## config.mk

```make
export PLATFORM = sky130hd
export DESIGN_NAME = mem_arbiter2
export DESIGN_NICKNAME = d
export VERILOG_FILES = /design/src/rtl/arb_pkg.sv /design/src/rtl/arb_dec.sv /design/src/rtl/arb_state_bin.sv /design/src/rtl/arb_state_onehot.sv /design/src/rtl/mem_arbiter2.sv
export SDC_FILE = /design/constraint.sdc
export NUM_CORES = 1
export LEC_CHECK = 0
export ABC_AREA = 0
export BUFFER_PORTS_ARGS = -buffer_cell sky130_fd_sc_hd__buf_2
export CAP_MARGIN = 25
export CORE_AREA = 8 8 45 47
export CTS_BUF_LIST = sky130_fd_sc_hd__clkbuf_4
export DETAILED_ROUTE_END_ITERATION = 10
export DIE_AREA = 0 0 53 55
export PLACE_DENSITY = 0.3
export RECOVER_POWER = 50
export SLEW_MARGIN = 20
export SYNTH_ARGS = -nofsm -noshare
export SYNTH_HDL_FRONTEND = slang
export SYNTH_SLANG_ARGS = --single-unit
```

## constraint.sdc

```tcl
create_clock -name clk -period 1.4 [get_ports clk]
set_clock_uncertainty 0.1 [all_clocks]
set_input_delay 0.28 -clock clk [delete_from_list [all_inputs] [get_ports clk]]
set_output_delay 0.28 -clock clk [all_outputs]
set_load 0.005 [all_outputs]
```

## src/rtl/arb_pkg.sv

```systemverilog
package arb_pkg;

    localparam int NUM_STATES = 6;
    localparam int STATE_W    = $clog2(NUM_STATES);

    // State codes; the one-hot variant uses the same values as bit indices.
    // Name reads as <who holds memory>_<who holds the priority token>.
    localparam logic [STATE_W-1:0] ST_IDLE_T1 = 3'd0;
    localparam logic [STATE_W-1:0] ST_IDLE_T2 = 3'd1;
    localparam logic [STATE_W-1:0] ST_OWN1_T1 = 3'd2;
    localparam logic [STATE_W-1:0] ST_OWN1_T2 = 3'd3;
    localparam logic [STATE_W-1:0] ST_OWN2_T2 = 3'd4;
    localparam logic [STATE_W-1:0] ST_OWN2_T1 = 3'd5;

    typedef struct packed {
        logic r1;
        logic r2;
    } arb_req_t;

    typedef struct packed {
        logic g1;
        logic g2;
    } arb_gnt_t;

    // Next-state function for the dense encoding; codes 6 and 7 fall to reset state.
    function automatic logic [STATE_W-1:0] arb_next(input logic [STATE_W-1:0] cur,
                                                    input arb_req_t rq);
        logic [STATE_W-1:0] nxt;
        nxt = ST_IDLE_T1;
        case (cur)
            ST_IDLE_T1: begin
                if (rq.r1 && rq.r2)  nxt = ST_OWN1_T2;
                else if (rq.r1)      nxt = ST_OWN1_T1;
                else if (rq.r2)      nxt = ST_OWN2_T1;
                else                 nxt = ST_IDLE_T1;
            end
            ST_IDLE_T2: begin
                if (rq.r1 && rq.r2)  nxt = ST_OWN2_T1;
                else if (rq.r1)      nxt = ST_OWN1_T2;
                else if (rq.r2)      nxt = ST_OWN2_T2;
                else                 nxt = ST_IDLE_T2;
            end
            ST_OWN1_T1: nxt = rq.r1 ? ST_OWN1_T1 : ST_IDLE_T1;
            ST_OWN1_T2: nxt = rq.r1 ? ST_OWN1_T2 : ST_IDLE_T2;
            ST_OWN2_T2: nxt = rq.r2 ? ST_OWN2_T2 : ST_IDLE_T2;
            ST_OWN2_T1: nxt = rq.r2 ? ST_OWN2_T1 : ST_IDLE_T1;
            default:    nxt = ST_IDLE_T1;
        endcase
        return nxt;
    endfunction

endpackage

```

## src/rtl/arb_dec.sv

```systemverilog
module arb_dec #(
    parameter int IN_W = 3
) (
    input  logic [IN_W-1:0]       code,
    output logic [(1<<IN_W)-1:0]  line
);
    localparam int OUT_N = 1 << IN_W;

    for (genvar i = 0; i < OUT_N; i++) begin : g_line
        assign line[i] = (code == i[IN_W-1:0]);
    end
endmodule

```

## src/rtl/arb_state_bin.sv

```systemverilog
module arb_state_bin
    import arb_pkg::*;
(
    input  logic     clk,
    input  logic     rst,
    input  arb_req_t rq,
    output arb_gnt_t gn
);
    localparam int DEC_N = 1 << STATE_W;

    logic [STATE_W-1:0] st_q;
    logic [DEC_N-1:0]   dline;

    always_ff @(posedge clk) begin
        if (rst) st_q <= ST_IDLE_T1;
        else     st_q <= arb_next(st_q, rq);
    end

    arb_dec #(.IN_W(STATE_W)) u_dec (
        .code (st_q),
        .line (dline)
    );

    assign gn.g1 = dline[ST_OWN1_T1] | dline[ST_OWN1_T2];
    assign gn.g2 = dline[ST_OWN2_T2] | dline[ST_OWN2_T1];

    // unused codes stay unreachable
    assert_code_range_R10: assert property (@(posedge clk) disable iff (rst)
        !(dline[6] || dline[7]));

    // contest from token-1 idle hands memory to 1 and token to 2
    assert_swap_bin_R4: assert property (@(posedge clk) disable iff (rst)
        (dline[ST_IDLE_T1] && rq.r1 && rq.r2) |=> (st_q == ST_OWN1_T2));
endmodule

```

## src/rtl/arb_state_onehot.sv

```systemverilog
module arb_state_onehot
    import arb_pkg::*;
(
    input  logic     clk,
    input  logic     rst,
    input  arb_req_t rq,
    output arb_gnt_t gn
);
    logic [NUM_STATES-1:0] oh_q;
    logic [NUM_STATES-1:0] oh_d;
    logic x, y;

    assign x = rq.r1;
    assign y = rq.r2;

    // Per-flop sum-of-products excitation
    always_comb begin
        oh_d[ST_IDLE_T1] = (oh_q[ST_IDLE_T1] & ~x & ~y) | (oh_q[ST_OWN1_T1] & ~x)
                         | (oh_q[ST_OWN2_T1] & ~y);
        oh_d[ST_IDLE_T2] = (oh_q[ST_IDLE_T2] & ~x & ~y) | (oh_q[ST_OWN1_T2] & ~x)
                         | (oh_q[ST_OWN2_T2] & ~y);
        oh_d[ST_OWN1_T1] = (oh_q[ST_IDLE_T1] & x & ~y) | (oh_q[ST_OWN1_T1] & x);
        oh_d[ST_OWN1_T2] = (oh_q[ST_IDLE_T1] & x & y) | (oh_q[ST_IDLE_T2] & x & ~y)
                         | (oh_q[ST_OWN1_T2] & x);
        oh_d[ST_OWN2_T2] = (oh_q[ST_IDLE_T2] & ~x & y) | (oh_q[ST_OWN2_T2] & y);
        oh_d[ST_OWN2_T1] = (oh_q[ST_IDLE_T2] & x & y) | (oh_q[ST_IDLE_T1] & ~x & y)
                         | (oh_q[ST_OWN2_T1] & y);
    end

    always_ff @(posedge clk) begin
        if (rst) oh_q <= NUM_STATES'(1) << ST_IDLE_T1;
        else     oh_q <= oh_d;
    end

    assign gn.g1 = oh_q[ST_OWN1_T1] | oh_q[ST_OWN1_T2];
    assign gn.g2 = oh_q[ST_OWN2_T2] | oh_q[ST_OWN2_T1];

    // exactly one hot flop
    assert_one_hot_R9: assert property (@(posedge clk) disable iff (rst)
        $countones(oh_q) == 1);

    // contest from token-2 idle hands memory to 2 and token to 1
    assert_swap_oh_R4: assert property (@(posedge clk) disable iff (rst)
        (oh_q[ST_IDLE_T2] && x && y) |=> oh_q[ST_OWN2_T1]);
endmodule

```

## src/rtl/mem_arbiter2.sv

```systemverilog
module mem_arbiter2
    import arb_pkg::*;
#(
    parameter bit ONE_HOT = 1'b0
) (
    input  logic clk,
    input  logic rst,
    input  logic req1,
    input  logic req2,
    output logic gnt1,
    output logic gnt2
);
    arb_req_t rq;
    arb_gnt_t gn;

    assign rq.r1 = req1;
    assign rq.r2 = req2;

    if (ONE_HOT) begin : g_onehot
        arb_state_onehot u_core (.clk(clk), .rst(rst), .rq(rq), .gn(gn));
    end else begin : g_binary
        arb_state_bin u_core (.clk(clk), .rst(rst), .rq(rq), .gn(gn));
    end

    assign gnt1 = gn.g1;
    assign gnt2 = gn.g2;


    assert_reset_idle_R1: assert property (@(posedge clk)
        rst |=> (!gnt1 && !gnt2));

    assert_mutex_R2: assert property (@(posedge clk) disable iff (rst)
        !(gnt1 && gnt2));

    assert_lone_grant_R3: assert property (@(posedge clk) disable iff (rst)
        (!gnt1 && !gnt2 && req1 && !req2) |=> gnt1);

    assert_hold1_R5: assert property (@(posedge clk) disable iff (rst)
        (gnt1 && req1) |=> gnt1);
    assert_hold2_R5: assert property (@(posedge clk) disable iff (rst)
        (gnt2 && req2) |=> gnt2);

    assert_release1_R6: assert property (@(posedge clk) disable iff (rst)
        (gnt1 && !req1) |=> (!gnt1 && !gnt2));
    assert_release2_R6: assert property (@(posedge clk) disable iff (rst)
        (gnt2 && !req2) |=> (!gnt1 && !gnt2));
endmodule

```

======== Word-level counts from Yosys, hierarchy flattened ========
Cells that the tools add are included.
storage, ports and cells
  bits of input ports ..................... 4
  register bits after elaboration ......... 3
  bits in read-only memories .............. 0
  memories ................................ 0
  bits in writable memories ............... 0
  output and inout bits ................... 2
  bits in latches ......................... 0
operators by class
  order comparisons ....................... 0
  shift-type cells ........................ 0
  divide/modulo/power cells ............... 0
  $mul .................................... 0
  eq/ne operators ......................... 5
  bitwise logic cells ..................... 2
  reduce and logical (&&, ||, !) cells .... 2
  multiplexer cells ....................... 9
  add/subtract/negate cells ............... 0
operators by type and width
  operator                                       number
  two-way mux 3 bit                              6
  case mux 3 bit (6 select lines)                1
  == test 3 x 2 -> 1 bit, second input constant  2
  == test 3 bit, second input constant           2
  two-way mux 2 bit                              2
  == test 3 x 1 -> 1 bit, second input constant  1
  logical NOT 3 bit                              1
  bitwise OR 1 bit                               2
  logical AND 1 bit                              1

======== Logic depth before layout (Yosys ltp) ========
Gate-level depths: netlist of the first run.
  word-level depth ........................ 4
  mapped depth ............................ 3

======== Hierarchy ========
A second synthesis of the first run with hierarchy kept.
second synthesis, totals
  cell total of the unflattened synthesis .. 25
  area, all modules ....................... 220.2 µm²
by module, submodules not included
  module         times used  sequential area each (µm²)  area each (µm²)  cells each
  arb_state_bin  1           60.1                        155.1            17
  arb_dec        1           0.0                         65.1             8

======== Least setup slack after synthesis of the first run ========
No wires, ideal clock.
  path kind ............................... reg2reg
  start point ............................. reg g_binary.u_core.st_q[2]
  end point ............................... reg g_binary.u_core.st_q[0]
  library setup time ...................... 128 ps
  slack ................................... 378 ps
  data arrival time ....................... 795 ps
  buffers on the path ..................... 0
  stages on the path, launching flop included .. 4
  data required time ...................... 1,172 ps
  clock period less this slack ............ 1,022 ps
  cell sequence ........................... dfxtp_1 > nand2b_1 > o31ai_1 > a211oi_2
on the way
  cells in the longest elaborated chain, start to end .. 2
  elaborated cells on any way between the ends .. 7
RTL lines
  item                                         RTL line             text
  start: declaration                           arb_state_bin.sv:11  logic [STATE_W-1:0] st_q;
  start signal: assignment                     arb_state_bin.sv:16  else st_q <= arb_next(st_q, rq);
  == test 3 bit, or another cell as far along  arb_pkg.sv:30        case (cur)
  case mux 3 bit (6 select lines) *            arb_pkg.sv:30
Mark *: on every way between the ends. The rest lies on a longest branch, timed or not.
A chain may end at the register's enable or synchronous reset.

======== Worst setup path in the final report of the first run ========
  start point ............................. reg g_binary.u_core.st_q[2]
  end point ............................... out gnt2
on the way
  cells in the longest elaborated chain, start to end .. 2
  elaborated cells on any way between the ends .. 3
RTL lines
  item                RTL line             text
  == test 3 bit       arb_dec.sv:10        assign line[i] = (code == i[IN_W-1:0]);
  bitwise OR 1 bit *  arb_state_bin.sv:25  assign gn.g2 = dline[ST_OWN2_T2] | dline[ST_OWN2_T1];
  end: declaration    mem_arbiter2.sv:11   output logic gnt2
Marked as above.

==> metrics, run 1 <==
status=completed; Leakage Power=0.09844 nW; max FFs per register=3; Hold WS=0.1504 ns; layout cells sized above 1=40.00%; Clk Latency, worst-skew pair=0.23 ns; CTS clk-pin slew, worst paths=0.04 ns; biggest regs=g_binary.u_core.st_q: 3 flops; number of fill cells=161; Worst Path Required=1.02 ns; Die W=53 microns; Net Sw Frac=22.89%; total power density per cell area=1362 mW/mm^2; Final TNS setup=0 ns; last element of the critical path=gnt2; CTS sink cnt=3; Hold Path Class=input pin to flop; Switching Power=0.07101 mW; Die Y=55 microns; IO Port Bufs=5; CTS tree=done; Antenna Violating Nets Remaining=0; vias in the first global route=142; WL/cell=9.927 microns; worst reg2reg path endpoint=g_binary.u_core.st_q[0]$_SDFF_PP0_; cts bufs inserted=3; RePlAce Congestion=0.5623; Seq cells post-synth=3; CP Launch Type=flop; H-Tree Depth=1; Final setup viols=0; die area=0.002915 sq mm; syn_nets=20; worst r2r src=g_binary.u_core.st_q[2]$_SDFF_PP0_; hpwl dp=298.3 microns; Period minus WS final=1.279 ns; drt first pass iters=2; total track usage=3.332%; setup repair bufs after CTS=0; max-cap violations=0; cts repair resizes=0; clock power share=54.5%; Vias=145; fmax=781.6 MHz; Final period util=91.38%; final WL=407 microns; critical path launch point=g_binary.u_core.st_q[2]$_SDFF_PP0_; Biggest register=g_binary.u_core.st_q; Avg Cell Area, Syn=9.540 sq um; R2R cell count=3; Worst-Margin Slew=0.2831 ns; num rows=14; RSZ-0062 raised after global routing=false; pin count of the biggest net entering global routing=7; CP Class=flop to output port; Nets=30; CP Max Fanout=6; first-pass GRT wire length=579 microns; commonest cells after routing, fill and taps aside=buf_2 (5), clkbuf_4 (4), dfxtp_1 (3); Sequential Power Share=33.3%; Layout area overhead=49.18%; GRT Residual Overflow=0; root buffer selected by CTS=clkbuf_4; core footprint=0.001384 sq mm; peak supply drop=0.3364 mV; endpoints failing hold=0; reg2reg setup slack=0.27 ns; synthesized area=152.6 sq um; sequential fraction of the synthesis area=39.34%; Synth Instances=16; First DRT Iteration DRCs=1; commonest non-fill, non-tap cell in the layout=buf_2; Initial Util=11.03%; logic gate share of total power=12.3%; internal power=0.2392 mW; Worst EP arrival=0.90 ns; CTS Hold Bufs=0; I/O pins=6; crit path capture type=output port; initial antenna violation count=0; Slew Viols, Final=0; synth warn=0; Vias per Instance=3.537; distinct cell type count after synthesis=12; Max-slew headroom=80.97%; clock tree buffer depth=2; DRC=0; # diodes=0
[cells by family (layout without fill, tap and decap cells)]
family          after synthesis  in the layout  share of synthesized area [%]
simple gates                  7              7                          27.87
compound gates                4              4                          24.59
flops                         3              3                          39.35
xor+xnor                      1              1                          5.739
buf+inv                       1             10                          2.457
[worst min-delay path by stage]
stage                                         end  cells after the start  slack, ns  from
3_5_place_dp   g_binary.u_core.st_q[0]$_SDFF_PP0_                      2       0.39   rst
6_report       g_binary.u_core.st_q[0]$_SDFF_PP0_                      2       0.15   rst
5_1_grt        g_binary.u_core.st_q[0]$_SDFF_PP0_                      2       0.14   rst
3_3_place_gp   g_binary.u_core.st_q[0]$_SDFF_PP0_                      2       0.39   rst
2_1_floorplan  g_binary.u_core.st_q[0]$_SDFF_PP0_                      1       0.24   rst
4_1_cts        g_binary.u_core.st_q[0]$_SDFF_PP0_                      2       0.14   rst
[metal layers]
layer,routed length (microns),vias up,GRT usage [%]
li1,-,75,-
met1,175,60,3.035
met2,122,8,2.148
met3,92,2,4.011
met4,17,0,6.466
met5,0,-,0
[critical path, stage by stage (launching register included)]
cell	delay (ns)
dfxtp_1	0.40
nor2b_1	0.15
buf_2	0.12
[layout make-up]
| class | count | area (sq um) | share of cell area (%) |
|---|---|---|---|
| sequential | 3 | 60.06 | 26.37 |
| multi-input combinational | 12 | 88.84 | 39.01 |
| clock buffer | 4 | 30.03 | 13.19 |
| inverter | 1 | 3.754 | 1.648 |
| timing repair buffer | 5 | 25.02 | 10.99 |
| tap | 16 | 20.02 | 8.791 |
[power groups by stage]
stage               logic (mW)  registers [mW]  clock network (mW)
floorplan               0.0244           0.102                   0
global placement        0.0372           0.103                   0
detailed placement      0.0383           0.104                   0
CTS                     0.0387           0.103               0.178
global route            0.0428           0.104               0.196
finish                  0.0381           0.103               0.169
[cell usage after synthesis, drive strengths merged]
master | count | area share (%)
o31ai | 1 | 4.9
o2bb2ai | 1 | 5.7
nor2 | 2 | 4.9
dfxtp | 3 | 39
a211oi | 1 | 8.2
inv | 1 | 2.5
a311oi | 1 | 5.7
nor2b | 1 | 4.1
nand2b | 2 | 8.2
or2b | 1 | 4.9
xor2 | 1 | 5.7
nor4b | 1 | 5.7
[through the flow]
step                      std cells  power [mW]  instance area, sq um  setup slack (ns)  utilization (%)
after floorplan                  16      0.1261                 152.6            0.3776                -
after global placement           37      0.1405                 197.7            0.3208            14.29
after detailed placement         37      0.1425                 197.7            0.2561            14.29
after CTS                        41      0.3198                 227.7            0.1091            16.46
after global routing             41      0.3423                 227.7           0.02883            16.46
final                            41      0.3102                 227.7            0.1206            16.46
No activity file was read; power rests on OpenSTA's default activity.
==> run 2, diff against run 1 <==
--- a/config.mk
+++ b/config.mk
@@ -8,11 +8,13 @@
 export ABC_AREA = 0
 export BUFFER_PORTS_ARGS = -buffer_cell sky130_fd_sc_hd__buf_2
 export CAP_MARGIN = 25
+export CELL_PAD_IN_SITES_DETAIL_PLACEMENT = 1
+export CELL_PAD_IN_SITES_GLOBAL_PLACEMENT = 2
 export CORE_AREA = 8 8 45 47
 export CTS_BUF_LIST = sky130_fd_sc_hd__clkbuf_4
 export DETAILED_ROUTE_END_ITERATION = 10
 export DIE_AREA = 0 0 53 55
-export PLACE_DENSITY = 0.3
+export PLACE_DENSITY = 0.39
 export RECOVER_POWER = 50
 export SLEW_MARGIN = 20
 export SYNTH_ARGS = -nofsm -noshare
==> run 2 against run 1 <==
Die area unchanged. Critical path type unchanged. Non-clock buffer count unchanged. Count of clock-buffer cells in the layout unchanged. Setup slack better by 0.0034 ns. Critical endpoint is now gnt1. Hold slack worse by 0.0028 ns. Largest cell class unchanged. Fmax up 0.27%. Wire length down 1.7%. Cell area unchanged. Power down 0.58%. Register-to-register slack better by 0.04 ns. Sequential share of layout area unchanged.
==> metrics, run 2 (same netlist as run 1, synthesis figures left out) <==
status=completed; Vias=149; Leakage Power=0.09844 nW; Clk Latency, worst-skew pair=0.23 ns; Critical Path Max Stage Delay=0.40 ns; pre-CTS setup slack=0.3039 ns; GRT Residual Overflow=0; Worst-Margin Slew=0.2512 ns; pin count of the biggest net entering global routing=7; cts repair resizes=0; hpwl dp=309.4 microns; first-pass GRT wire length=710 microns; Max-slew headroom=83.11%; Slowest cell on crit path=dfxtp_1; final WL=400 microns; IO Port Bufs=5; commonest cells after routing, fill and taps aside=buf_2 (5), clkbuf_4 (4), dfxtp_1 (3); Slew Viols, Final=0; H-Tree Depth=1; Final period util=91.14%; die area=0.002915 sq mm; worst path cell trace=inv_1 > nor2_1 > buf_2; initial antenna violation count=0; WL/cell=9.756 microns; Hold Path Class=input pin to flop; core footprint=0.001384 sq mm; Routed met1 length=186 microns; Biggest register=g_binary.u_core.st_q; Layout area overhead=49.18%; # diodes=0; Power Total=0.3084 mW; Worst Path Required=1.02 ns; Final setup viols=0; CP Class=flop to output port; number of fill cells=163; Vias per Instance=3.634; peak supply drop=0.2825 mV; total track usage=3.768%; Final WS setup=0.1240 ns; vias in the first global route=159; endpoints failing hold=0; drt first pass iters=2; met2 wire length=182 microns; Period minus WS final=1.276 ns; First DRT Iteration DRCs=3; max-cap violations=0; crit path capture type=output port; Die W=53 microns; Worst EP arrival=0.90 ns; RePlAce Congestion=0.6298; num rows=14; layout cells sized above 1=40.00%; CTS sink cnt=3; max FFs per register=3; DRC=0; CP Max Fanout=5; total power density per cell area=1354 mW/mm^2; root buffer selected by CTS=clkbuf_4; CP Launch Type=flop; CTS Hold Bufs=0; commonest non-fill, non-tap cell in the layout=buf_2; Initial Util=11.03%; CTS clk-pin slew, worst paths=0.04 ns; top cell family by delay on the critical path=flip-flops; fmax=783.7 MHz; Die Y=55 microns; setup repair bufs after CTS=0; clock tree buffer depth=2; worst path buffer plus inverter count=2; met3 WL post-DR=31 microns; I/O pins=6; Top Layer Used=met3; Antenna Violating Nets Remaining=0; Nets=30; RSZ-0062 raised after global routing=false; Final TNS setup=0 ns; biggest regs=g_binary.u_core.st_q: 3 flops; CTS tree=done; cts bufs inserted=3
==> run 2: path summary, 6_finish.rpt <==
check | start | endpoint | slack [ns] | depth (start not counted)
worst max-delay path | g_binary.u_core.st_q[1]$_SDFF_PP0_ | gnt1 | 0.12 | 3
worst min-delay path | rst | g_binary.u_core.st_q[0]$_SDFF_PP0_ | 0.15 | 2
worst max register to register | g_binary.u_core.st_q[2]$_SDFF_PP0_ | g_binary.u_core.st_q[0]$_SDFF_PP0_ | 0.31 | 3
worst min register to register | g_binary.u_core.st_q[1]$_SDFF_PP0_ | g_binary.u_core.st_q[2]$_SDFF_PP0_ | 0.43 | 1
==> run 2: routing by layer <==
layer | track usage (%) | vias to the layer above
met1 | 3.945 | 69
met2 | 4.102 | 4
met5 | 0 | -
li1 | - | 76
met3 | 1.872 | 0
met4 | 6.466 | 0
==> run 2: layout make-up <==
class / instances / area [sq um] / area share, %
inverter: 1 / 3.754 / 1.648
multi-input combinational: 12 / 88.84 / 39.01
tap: 16 / 20.02 / 8.791
timing repair buffer: 5 / 25.02 / 10.99
clock buffer: 4 / 30.03 / 13.19
sequential: 3 / 60.06 / 26.37
==> run 2: worst reg2reg max path, delay by kind of cell, from the launching register on <==
kind	cells	cell delay (ns)
AO/OA/AOI/OAI	2	0.36
flip-flops	1	0.34
AND/OR/NAND/NOR	1	0.17
==> run 2: power breakdown <==
part / switching (mW) / internal [mW] / total (mW) / leakage [nW]
Combinational: 0.0172 / 0.0198 / 0.0370 / 0.0552
Clock: 0.0422 / 0.126 / 0.168 / 0.0184
Sequential: 0.00995 / 0.0934 / 0.103 / 0.0249
Total: 0.0693 / 0.239 / 0.308 / 0.0984
==> run 2: per-stage QoR <==
stage	hold slack [ns]	area, sq um	util (%)	std cells
final	0.1475	227.7	16.46	41
after global routing	0.1419	227.7	16.46	41
after CTS	0.1364	227.7	16.46	41
after detailed placement	0.3861	197.7	14.29	37
after global placement	0.3881	197.7	14.29	37
after floorplan	0.2446	152.6	-	16
==> run 3, diff against run 2 <==
==> constraint.sdc (replaced) <==
create_clock -name clk -period 1.4 [get_ports clk]
set_clock_uncertainty 0.1 [all_clocks]
set_input_delay 0.07 -clock clk [delete_from_list [all_inputs] [get_ports clk]]
set_output_delay 0.07 -clock clk [all_outputs]
set_load 0.005 [all_outputs]
==> run 3 against run 2 <==
Combinational power is 11% higher. Final cell count grew 4.9%. Sequential share of layout area decreased by 2.1 points. Non-clock buffer count grew 2. Flip-flop and latch count unchanged. Cell area grew 8.8%. Wire length is the same. Setup slack gained 0.19 ns. Register-to-register slack barely moved. Largest cell class unchanged.
==> metrics, run 3 (same netlist as run 1, synthesis figures left out) <==
IO Port Bufs=5; Critical Path Max Stage Delay=0.34 ns; Worst Path Required=1.41 ns; RePlAce Congestion=0.6298; CP Class=flop to flop; First DRT Iteration DRCs=3; endpoints failing hold=0; Die Y=55 microns; die area=0.002915 sq mm; setup repair bufs after CTS=0; Antenna Violating Nets Remaining=0; clock tree buffer depth=2; Final TNS setup=0 ns; crit path capture type=flop; hpwl dp=309.4 microns; WL/cell=9.302 microns; GRT Residual Overflow=0; CTS sink cnt=3; Nets=32; Hold Path Class=input pin to flop; CTS Hold Bufs=2; DRC=0; Top Layer Used=met3; worst path cell trace=nand2b_1 > o31ai_1 > a211oi_2; first-pass GRT wire length=731 microns; Layout area overhead=62.30%; final WL=400 microns; Period minus WS final=1.088 ns; I/O pins=6; status=completed; CP Max Fanout=6; Worst-Margin Slew=0.2510 ns; # diodes=0; Max-slew headroom=83.12%; vias in the first global route=165; CP Launch Type=flop; biggest regs=g_binary.u_core.st_q: 3 flops; drt first pass iters=2; max-cap violations=0; pin count of the biggest net entering global routing=7; total power density per cell area=1261 mW/mm^2; Vias=153; Final setup viols=0; met3 WL post-DR=49 microns; H-Tree Depth=1; CTS tree=done; Die W=53 microns; worst path buffer plus inverter count=0; root buffer selected by CTS=clkbuf_4; Slowest cell on crit path=dfxtp_1; layout cells sized above 1=37.04%; fmax=919.5 MHz; Power Total=0.3125 mW; met2 wire length=182 microns; Initial Util=11.03%; peak supply drop=0.2827 mV; Leakage Power=0.1068 nW; cts bufs inserted=3; Slew Viols, Final=0; commonest non-fill, non-tap cell in the layout=buf_2; Clk Latency, worst-skew pair=0.23 ns; core footprint=0.001384 sq mm; cts repair resizes=0; RSZ-0062 raised after global routing=false; CTS clk-pin slew, worst paths=0.04 ns; top cell family by delay on the critical path=compound AO/OA/AOI/OAI gates; Biggest register=g_binary.u_core.st_q; num rows=14; max FFs per register=3; Final period util=77.68%; commonest cells after routing, fill and taps aside=buf_2 (5), clkbuf_4 (4), dfxtp_1 (3); Worst EP arrival=1.09 ns; total track usage=3.823%; initial antenna violation count=0; Vias per Instance=3.558; reg2reg setup slack=0.31 ns; Routed met1 length=168 microns
[run 3: worst register-to-register path, stage by stage, from the launching register on]
cell and delay [ns]:
dfxtp_1 0.34, nand2b_1 0.17, o31ai_1 0.25, a211oi_2 0.11
[run 3: final timing paths]
| check | start | to | cells past startpoint |
|---|---|---|---|
| worst max-delay path | g_binary.u_core.st_q[2]$_SDFF_PP0_ | g_binary.u_core.st_q[0]$_SDFF_PP0_ | 3 |
| worst min-delay path | req1 | g_binary.u_core.st_q[1]$_SDFF_PP0_ | 3 |
| worst max register to register | g_binary.u_core.st_q[2]$_SDFF_PP0_ | g_binary.u_core.st_q[0]$_SDFF_PP0_ | 3 |
| worst min register to register | g_binary.u_core.st_q[1]$_SDFF_PP0_ | g_binary.u_core.st_q[2]$_SDFF_PP0_ | 1 |
[run 3: area by class of cell]
cell class | count | area, sq um
Clock buffer | 4 | 30.03
Fill cell | 161 | 1136
Tap cell | 16 | 20.02
Inverter | 1 | 3.754
Timing Repair Buffer | 7 | 45.04
Sequential cell | 3 | 60.06
Multi-Input combinational cell | 12 | 88.84
[run 3: layer usage]
layer	global-route usage [%]	up-vias
li1	-	80
met3	2.139	0
met2	4.102	4
met5	0	-
met1	3.945	69
met4	6.466	0
[run 3: power breakdown]
part	internal, mW	total (mW)	switching, mW
clock	0.126	0.168	0.0422
combinational	0.0234	0.0411	0.0177
sequential	0.0934	0.103	0.00998
[run 3: stage by stage]
stage          setup slack [ns]  hold slack, ns  instance area [sq um]  utilization, %  cells
2_1_floorplan            0.3776         0.03465                  152.6               -     16
3_3_place_gp             0.3116          0.1781                  197.7           14.29     37
3_5_place_dp             0.3039          0.1761                  197.7           14.29     37
4_1_cts                  0.2908         0.01598                  247.7           17.90     43
5_1_grt                  0.2270         0.03992                  247.7           17.90     43
6_report                 0.3124         0.02526                  247.7           17.90     43
